File: config.mk
export PLATFORM = sky130hd
export DESIGN_NAME = eeslv_ctrl
export DESIGN_NICKNAME = d
export VERILOG_FILES = /design/src/rtl/eeslv_pkg.sv /design/src/rtl/eeslv_rxshift.sv /design/src/rtl/eeslv_addrptr.sv /design/src/rtl/eeslv_txshift.sv /design/src/rtl/eeslv_ctrl.sv
export SDC_FILE = /design/constraint.sdc
export NUM_CORES = 1
export LEC_CHECK = 0
export BUFFER_PORTS_ARGS = -buffer_cell sky130_fd_sc_hd__clkbuf_2
export CORE_UTILIZATION = 35
export DETAILED_ROUTE_END_ITERATION = 10
export GPL_ROUTABILITY_DRIVEN = 0
export PLACE_DENSITY = 0.65
export SETUP_SLACK_MARGIN = 0.1
export SLEW_MARGIN = 10
export SYNTH_ARGS = -nofsm -noshare
export SYNTH_HDL_FRONTEND = slang
export SYNTH_SLANG_ARGS = --single-unit
File: constraint.sdc
create_clock -name clk -period 2.75 [get_ports clk]
set_input_delay 0.6875 -clock clk [delete_from_list [all_inputs] [get_ports clk]]
set_output_delay 0.6875 -clock clk [all_outputs]
set_load 0.01 [all_outputs]
File: src/rtl/eeslv_pkg.sv
package eeslv_pkg;
  typedef enum logic [2:0] {
    ST_IDLE,
    ST_CTRL,
    ST_WADDR,
    ST_WDATA,
    ST_RDATA,
    ST_SKIP
  } eeslv_st_t;

  localparam logic [3:0] DEV_CODE = 4'b1010;
  localparam int BYTE_W = 8;
endpackage

File: src/rtl/eeslv_rxshift.sv
module eeslv_rxshift #(
  parameter int BITS = 8,
  localparam int CW = $clog2(BITS + 1)
) (
  input  logic            clk,
  input  logic            rst,
  input  logic            clr,
  input  logic            rise,
  input  logic            din,
  output logic [CW-1:0]   cnt,
  output logic [BITS-1:0] rx
);
  localparam logic [CW-1:0] LAST = CW'(BITS);
  localparam logic [CW-1:0] ONE  = CW'(1);

  always_ff @(posedge clk) begin
    if (rst || clr) begin
      cnt <= '0;
      rx  <= '0;
    end else if (rise) begin
      if (cnt == LAST) begin
        cnt <= '0;
      end else begin
        cnt <= cnt + ONE;
        rx  <= {rx[BITS-2:0], din};
      end
    end
  end

  // a condition pulse throws away the partial byte
  assert_clear_count_R10: assert property (@(posedge clk) disable iff (rst)
    clr |=> (cnt == '0));
endmodule

File: src/rtl/eeslv_addrptr.sv
module eeslv_addrptr #(
  parameter int ADDR_W = 7,
  parameter int PAGE_W = 3
) (
  input  logic              clk,
  input  logic              rst,
  input  logic              load,
  input  logic [ADDR_W-1:0] load_val,
  input  logic              inc_seq,
  input  logic              inc_page,
  output logic [ADDR_W-1:0] ptr,
  output logic [ADDR_W-1:0] ptr_seq_nxt
);
  localparam logic [ADDR_W-1:0] ONE_A = ADDR_W'(1);

  logic [ADDR_W-1:0] page_nxt;

  assign ptr_seq_nxt = ptr + ONE_A;

  generate
    if (PAGE_W < ADDR_W) begin : g_split
      localparam logic [PAGE_W-1:0] ONE_P = PAGE_W'(1);
      assign page_nxt = {ptr[ADDR_W-1:PAGE_W], ptr[PAGE_W-1:0] + ONE_P};

      // page increments keep the upper pointer bits
      assert_page_upper_R5: assert property (@(posedge clk) disable iff (rst)
        (inc_page && !load && !inc_seq) |=> $stable(ptr[ADDR_W-1:PAGE_W]));
    end else begin : g_whole
      assign page_nxt = ptr + ONE_A;
    end
  endgenerate

  always_ff @(posedge clk) begin
    if (rst)           ptr <= '0;
    else if (load)     ptr <= load_val;
    else if (inc_seq)  ptr <= ptr_seq_nxt;
    else if (inc_page) ptr <= page_nxt;
  end

  // a loaded word address lands in the pointer
  assert_load_ptr_R4: assert property (@(posedge clk) disable iff (rst)
    load |=> (ptr == $past(load_val)));
endmodule

File: src/rtl/eeslv_txshift.sv
module eeslv_txshift #(
  parameter int W = 8
) (
  input  logic         clk,
  input  logic         rst,
  input  logic         load,
  input  logic [W-1:0] val,
  input  logic         shift,
  output logic         msb
);
  logic [W-1:0] sr;

  always_ff @(posedge clk) begin
    if (rst)        sr <= '0;
    else if (load)  sr <= val;
    else if (shift) sr <= {sr[W-2:0], 1'b0};
  end

  assign msb = sr[W-1];
endmodule

File: src/rtl/eeslv_ctrl.sv
module eeslv_ctrl
  import eeslv_pkg::*;
#(
  parameter int MEM_BYTES  = 128,
  parameter int PAGE_BYTES = 8,
  parameter int ADDR_W     = $clog2(MEM_BYTES)
) (
  input  logic              clk,
  input  logic              rst,
  input  logic              start_det,
  input  logic              stop_det,
  input  logic              scl_rise,
  input  logic              scl_fall,
  input  logic              sda_in,
  input  logic              wr_busy,
  output logic              sda_pull,
  output logic              wr_valid,
  output logic [ADDR_W-1:0] wr_addr,
  output logic [7:0]        wr_data,
  output logic              rd_en,
  output logic [ADDR_W-1:0] rd_addr,
  input  logic [7:0]        rd_data
);
  localparam int PAGE_W = $clog2(PAGE_BYTES);
  localparam int CW     = $clog2(BYTE_W + 1);
  localparam logic [CW-1:0] LAST = CW'(BYTE_W);

  eeslv_st_t          st;
  logic               ack_q;
  logic               rd_pend;
  logic               clr;
  logic [CW-1:0]      bit_cnt;
  logic [BYTE_W-1:0]  rx;
  logic               last_slot;
  logic               accept;
  logic               give_ack;
  logic               ptr_load, ptr_inc_seq, ptr_inc_page;
  logic [ADDR_W-1:0]  ptr, ptr_seq_nxt;
  logic               tx_shift, tx_msb;
  logic               ack_rise;

  assign clr       = start_det | stop_det;
  assign last_slot = (bit_cnt == LAST);
  assign ack_rise  = scl_rise && last_slot && !clr;

  eeslv_rxshift #(.BITS(BYTE_W)) u_rx (
    .clk (clk), .rst (rst), .clr (clr), .rise (scl_rise), .din (sda_in),
    .cnt (bit_cnt), .rx (rx)
  );

  always_comb begin
    case (st)
      ST_CTRL:           accept = (rx[7:4] == DEV_CODE);
      ST_WADDR, ST_WDATA: accept = 1'b1;
      default:           accept = 1'b0;
    endcase
  end
  assign give_ack = accept && !wr_busy;

  assign ptr_load     = ack_rise && ack_q && (st == ST_WADDR);
  assign ptr_inc_page = ack_rise && ack_q && (st == ST_WDATA);
  assign ptr_inc_seq  = ack_rise && (st == ST_RDATA);

  eeslv_addrptr #(.ADDR_W(ADDR_W), .PAGE_W(PAGE_W)) u_ptr (
    .clk (clk), .rst (rst), .load (ptr_load), .load_val (rx[ADDR_W-1:0]),
    .inc_seq (ptr_inc_seq), .inc_page (ptr_inc_page),
    .ptr (ptr), .ptr_seq_nxt (ptr_seq_nxt)
  );

  assign tx_shift = scl_fall && !clr && (st == ST_RDATA) && !last_slot;

  eeslv_txshift #(.W(BYTE_W)) u_tx (
    .clk (clk), .rst (rst), .load (rd_pend), .val (rd_data),
    .shift (tx_shift), .msb (tx_msb)
  );

  always_ff @(posedge clk) begin
    if (rst) begin
      st       <= ST_IDLE;
      ack_q    <= 1'b0;
      sda_pull <= 1'b0;
      wr_valid <= 1'b0;
      wr_addr  <= '0;
      wr_data  <= '0;
      rd_en    <= 1'b0;
      rd_addr  <= '0;
      rd_pend  <= 1'b0;
    end else begin
      wr_valid <= 1'b0;
      rd_en    <= 1'b0;
      rd_pend  <= rd_en;
      if (start_det) begin
        st       <= ST_CTRL;
        ack_q    <= 1'b0;
        sda_pull <= 1'b0;
      end else if (stop_det) begin
        st       <= ST_IDLE;
        ack_q    <= 1'b0;
        sda_pull <= 1'b0;
      end else begin
        if (scl_fall) begin
          if (last_slot) begin
            if (st == ST_RDATA) begin
              sda_pull <= 1'b0;
            end else begin
              sda_pull <= give_ack;
              ack_q    <= give_ack;
            end
          end else if (st == ST_RDATA) begin
            sda_pull <= ~tx_msb;
          end else begin
            sda_pull <= 1'b0;
          end
        end
        if (scl_rise && last_slot) begin
          ack_q <= 1'b0;
          case (st)
            ST_CTRL: begin
              if (!ack_q) begin
                st <= ST_SKIP;
              end else if (rx[0]) begin
                st      <= ST_RDATA;
                rd_en   <= 1'b1;
                rd_addr <= ptr;
              end else begin
                st <= ST_WADDR;
              end
            end
            ST_WADDR: st <= ack_q ? ST_WDATA : ST_SKIP;
            ST_WDATA: begin
              if (ack_q) begin
                wr_valid <= 1'b1;
                wr_addr  <= ptr;
                wr_data  <= rx;
              end else begin
                st <= ST_SKIP;
              end
            end
            ST_RDATA: begin
              if (!sda_in) begin
                rd_en   <= 1'b1;
                rd_addr <= ptr_seq_nxt;
              end else begin
                st <= ST_SKIP;
              end
            end
            default: ;
          endcase
        end
      end
    end
  end

  // no acknowledge is granted while the write engine is busy
  assert_busy_noack_R3: assert property (@(posedge clk) disable iff (rst)
    (scl_fall && last_slot && wr_busy && (st != ST_RDATA) && !clr) |=> !sda_pull);

  // a foreign device code is never acknowledged
  assert_bad_code_R1: assert property (@(posedge clk) disable iff (rst)
    (scl_fall && last_slot && (st == ST_CTRL) && (rx[7:4] != DEV_CODE) && !clr)
      |=> !sda_pull);

  // STOP releases the line and parks the slave
  assert_stop_idle_R10: assert property (@(posedge clk) disable iff (rst)
    (stop_det && !start_det) |=> (!sda_pull && (st == ST_IDLE)));

  // array fetches only happen inside a read
  assert_fetch_in_read_R8: assert property (@(posedge clk) disable iff (rst)
    rd_en |-> (st == ST_RDATA));

  // write pulses only come out of the data phase of a write
  assert_write_phase_R4: assert property (@(posedge clk) disable iff (rst)
    wr_valid |-> (st == ST_WDATA));
endmodule

## Yosys cells after proc, flatten, opt, wreduce, memory -nomap -nowiden

Index checks and enable logic that the tools add are counted.

| storage, ports and cells | value |
|---|---|
| bits in registers | 57 |

| cells by class | value |
|---|---|
| mux-type cells | 28 |
| bitwise operators | 8 |
| equal/unequal tests | 13 |
| add/subtract/negate cells | 3 |
| reductions and logical operators | 32 |

Operators by type and width:

| kind | number |
|---|---|
| 7-bit 2-to-1 mux | 5 |
| 3-bit 2-to-1 mux | 6 |
| 8-bit 2-to-1 mux | 2 |
| 7-bit one-hot mux with 2 select lines | 1 |
| 3-bit one-hot mux with 4 select lines | 1 |
| 1-bit logical AND | 10 |
| 1-bit 2-to-1 mux | 10 |
| 4-bit equality test (second input constant) | 2 |
| 2-bit inequality test (second input constant) | 4 |
| 4-bit inequality test (second input constant) | 2 |
| 4-bit AND reduction | 2 |
| 4-bit OR reduction | 2 |
| 7-bit by 1-bit adder with 7-bit output (second input constant) | 1 |
| 1-bit NOT | 7 |
| 7-bit AND reduction | 1 |
| 3-bit by 2-bit equality test with 1-bit output (second input constant) | 2 |
| 2-bit nonzero test | 3 |
| 3-bit nonzero test | 2 |
| 6-bit nonzero test | 1 |
| 5-bit AND reduction | 1 |
| 5-bit OR reduction | 1 |
| 4-bit by 1-bit adder with 4-bit output (second input constant) | 1 |
| 4-bit 2-to-1 mux | 1 |
| 1-bit one-hot mux with 2 select lines | 2 |
| 12 further kinds | 14 |

## Depth between registers and ports, before layout

| logic depth | value |
|---|---|
| depth after elaboration | 8 |
| mapped depth | 7 |
| gate-level depth less buffers | 6 |

## Cells and area by module

Synthesis repeated with hierarchy kept, for this count alone.

| unflattened totals | value |
|---|---|
| cell total of the unflattened synthesis | 290 |
| area total of the unflattened synthesis | 2737.6 µm² |

Modules (own cells, without submodules):

| module | times used | area each (µm²) | cells each |
|---|---|---|---|
| eeslv_ctrl | 1 | 1408.9 | 145 |
| eeslv_rxshift | 1 | 521.8 | 54 |
| eeslv_addrptr | 1 | 437.9 | 56 |
| eeslv_txshift | 1 | 369.1 | 35 |

## Worst setup path after synthesis

Ideal clock, no wire load.

| path | value |
|---|---|
| kind | input-to-reg |
| from | input port stop_det |
| to | register wr_addr[0] |
| arrival time | 2010 ps |
| buffers on the path | 1 |
| slack | 612 ps |
| cell stages on the path | 5 |
| cells stage by stage | or2_2 -> nor4_4 -> buf_6 -> mux2i_1 -> nor2_1 |

| on the way | value |
|---|---|
| word-level cells in the longest chain between the ends | 2 |

Ends and longest elaborated chain:

| element | RTL line | text |
|---|---|---|
| from (decl) | eeslv_ctrl.sv:11 | `input logic stop_det,` |
| 1-bit NOT (no line) | n/a |  |
| 5-bit AND reduction (no line) | n/a |  |
| to (signal assigned) | eeslv_ctrl.sv:133 | `wr_addr <= ptr;` |
| to (decl) | eeslv_ctrl.sv:18 | `output logic [ADDR_W-1:0] wr_addr,` |

Every way passes these cells.
A chain may end at the register's enable or synchronous reset.

## Worst setup path after layout

| path | value |
|---|---|
| from | register st[2] |
| to | register u_ptr.ptr[5] |

| on the way | value |
|---|---|
| word-level cells in the longest chain between the ends | 3 |
| elaborated cells on any way between the ends | 6 |
| those cells by class | eq/ne (2); mux (1); reduce/logical (3) |

Ends and longest elaborated chain:

| element | RTL line | text |
|---|---|---|
| from (decl) | eeslv_ctrl.sv:28 | `eeslv_st_t st;` |
| from (signal assigned) | eeslv_ctrl.sv:129 | `ST_WADDR: st <= ack_q ? ST_WDATA : ST_SKIP;` |
| 3-bit by 2-bit equality test with 1-bit output or 3-bit equality test (tied branches) | eeslv_ctrl.sv:60, eeslv_ctrl.sv:62 |  |
| 1-bit logical AND (on tied branches) | eeslv_ctrl.sv:60, eeslv_ctrl.sv:62 |  |
| 7-bit 2-to-1 mux or 2-bit nonzero test (tied branches) | n/a |  |
| to (signal assigned) | eeslv_addrptr.sv:35 | `else if (load) ptr <= load_val;` |
| to (signal assigned) | eeslv_addrptr.sv:36 | `else if (inc_seq) ptr <= ptr_seq_nxt;` |
| to (signal assigned) | eeslv_addrptr.sv:37 | `else if (inc_page) ptr <= page_nxt;` |
| to (decl) | eeslv_addrptr.sv:11 | `output logic [ADDR_W-1:0] ptr,` |

Several ways; a longest one is shown, not always the timed one.

==> impl_metrics.yaml <==
status:
  status: "complete, no violations"
floorplanning:
  initial_core_util: 0.365
  die_x_um: 89.4
  io_pins: 41
  die_y_um: 89.4
  rows: 31
  core_area_mm2: 0.00733
  die_area_mm2: 0.00799
finish:
  design_area_mm2: 0.00316
  utilization: 0.431
  final_cell_mix: "dfxtp_1 (57), clkbuf_2 (40), nor2_1 (38), nand2_1 (30), mux2i_1 (20)"
  layout-drive-gt1-share: 0.202
  area_growth_pct: 18.2
  diodes: 0
  stdcell_count: 446
  layout_commonest_cell: "dfxtp_1"
  nNetsFinal: 361
placement:
  place_area_mm2: 0.00299
  dp.cells: 430
  io_buffers: 40
  place_hpwl_um: 4300
  pre_cts_slack_ns: 0.549
global_route:
  met1_usage: 0.217
  gr-max-usage-layer: "met2"
  grt_max_degree: 43
  grt-ovfl-total: 0
  grt_pass1_vias: 2146
  track_usage: 0.169
  grt_pass1_wl_um: 10200
  met3_usage: 0.0471
  antenna_found_initial: 0
  use_met2: 0.262
clock_tree:
  cts_sinks: 57
  cts-hold-fix-buffers: 0
  clkLatencyLatePin_ns: 0.33
  htree_levels: 3
  cts_root_buf: "clkbuf_8"
  cts_buffer_depth: 2
  cts-resized-gates: 0
  clkSlewWorstSetupHoldPaths_ns: 0.06
  cts_buffers: 9
  tritoncts: "yes"
  post_cts_buffers: 0
sta:
  setup_slack_ns: 0.655
  setup-violations-final: 0
  finalCriticalPeriod_ns: 2.09
  holdWs_ns: 0.458
  tightest_slew_ns: 0.538
  slew_headroom: 0.642
  report.final.slew_viol_count: 0
  skew_ns: 0.00468
  rsz0062_at_grt: "no"
  fmax_mhz: 477
  finalCritPeriodShare: 0.762
  finalHoldViolations: 0
  tns_ns: 0
drt:
  wire_per_inst_um: 13.7
  viasPerCell: 5.22
  drc_errors: 0
  first_pass_iters: 4
  vias: 2328
  routed_wl_um: 6100
  drtAntennaViolNets: 0
  drtIter0Drc: 84
critical_path:
  r2r_slack_ns: 0.66
  cp-end-kind: "flop"
  r2r-start: "st[2]$_SDFFE_PP0P_"
  worst-r2r-cell-count: 4
  cp_max_fo: 13
  worst-endpoint-required_ns: 2.97
  worstSetupPathType: "reg -> reg"
  r2r_end: "u_ptr.ptr[5]$_SDFFE_PP0P_"
  crit_arrival_ns: 2.31
  start_kind: "flop"
power:
  peakVddDrop_v: 0.000251
  leakagePower_nw: 1.15
  p_per_area_mw_per_mm2: 499
  finalPower_mw: 1.58
synthesis:
  ys_warn_count: 0
  synthCells: 301
  avgSynthCellArea_um2: 8.88
  ys_ff_latch: 57
  async_reset_ff_frac: 0
  seq_area_frac_synth: 0.427
  ys_types: 54
  synth_edf_count: 0
  syn_nets: 320
  ys.flop_type: "dfxtp_1"
  synth_area_mm2: 0.00267
min_path:
  hold_path.class: "reg -> reg"
  hold_start: "rd_en$_SDFF_PP0_"
  min_to: "rd_pend$_SDFF_PP0_"
  hold_depth: 1
job:
  cap_viol_max_count: 0
-- state kept, by name, indices dropped and copies added, names as in the netlist, 3 cells and up --
name and count:
u_rx.rx 8, u_ptr.ptr 7, wr_data 8, wr_addr 7, u_tx.sr 8, rd_addr 7, u_rx.cnt 4, st 3
-- layout make-up --
class | instances | area [µm²]
well taps | 99 | 124
clock buffers | 13 | 159
fillers | 732 | 4170
inverters | 11 | 41.3
multi-input cells | 214 | 1410
repair buffers | 49 | 268
flip-flops and latches | 57 | 1140
clock inverters | 3 | 15.0
-- critical path, stage by stage, from the launching register on --
cell      delay, ns
dfxtp_1        0.53
or3b_1         0.57
a211oi_1       0.43
o22ai_1        0.15
a221o_1        0.30
-- report_power, final --
part | internal (mW) | switching (mW) | total [mW]
sequential | 0.828 | 0.00468 | 0.832
combinational | 0.0203 | 0.0376 | 0.0579
clock | 0.372 | 0.314 | 0.686
total | 1.22 | 0.356 | 1.58
-- synthesized netlist by cell type (7+ instances only) --
library cell  count  share of area
o21ai_0           7          0.013
a21oi_1          15          0.028
dfxtp_1          57           0.43
nand3_1          15          0.028
nand2_1          30          0.042
nor2_1           38          0.053
mux2i_1          20          0.075
a41oi_1           7          0.023
a221oi_1          8          0.026
inv_1            11          0.015
clkbuf_1         16          0.022
a211oi_1          7          0.020
-- per-layer routing --
metal	routed length [µm]	vias up
li1	-	1177
met1	2910	1104
met2	2880	40
met3	236	7
met4	66	0
met5	0	-
-- how the worst max path moves through the flow --
stage,start,to,cells after the start
floorplan,stop_det,wr_addr[0]$_SDFFE_PP0P_,5
global placement,sda_in,rd_addr[1]$_SDFFE_PP0P_,6
detailed placement,sda_in,rd_addr[2]$_SDFFE_PP0P_,6
CTS,st[2]$_SDFFE_PP0P_,u_ptr.ptr[5]$_SDFFE_PP0P_,4
global route,st[2]$_SDFFE_PP0P_,u_tx.sr[7]$_SDFFE_PP0P_,4
finish,st[2]$_SDFFE_PP0P_,u_ptr.ptr[5]$_SDFFE_PP0P_,4
-- kinds of logic after synthesis --
| kind of cell | count (synthesis) | share of synthesized area |
|---|---|---|
| compound gates | 63 | 0.178 |
| xor+xnor | 8 | 0.0262 |
| fa+ha+maj | 3 | 0.0140 |
| buf+inv | 30 | 0.0454 |
| flops | 57 | 0.427 |
| mux | 20 | 0.0749 |
| simple gates | 120 | 0.235 |
(Power assumes the default switching activity.)
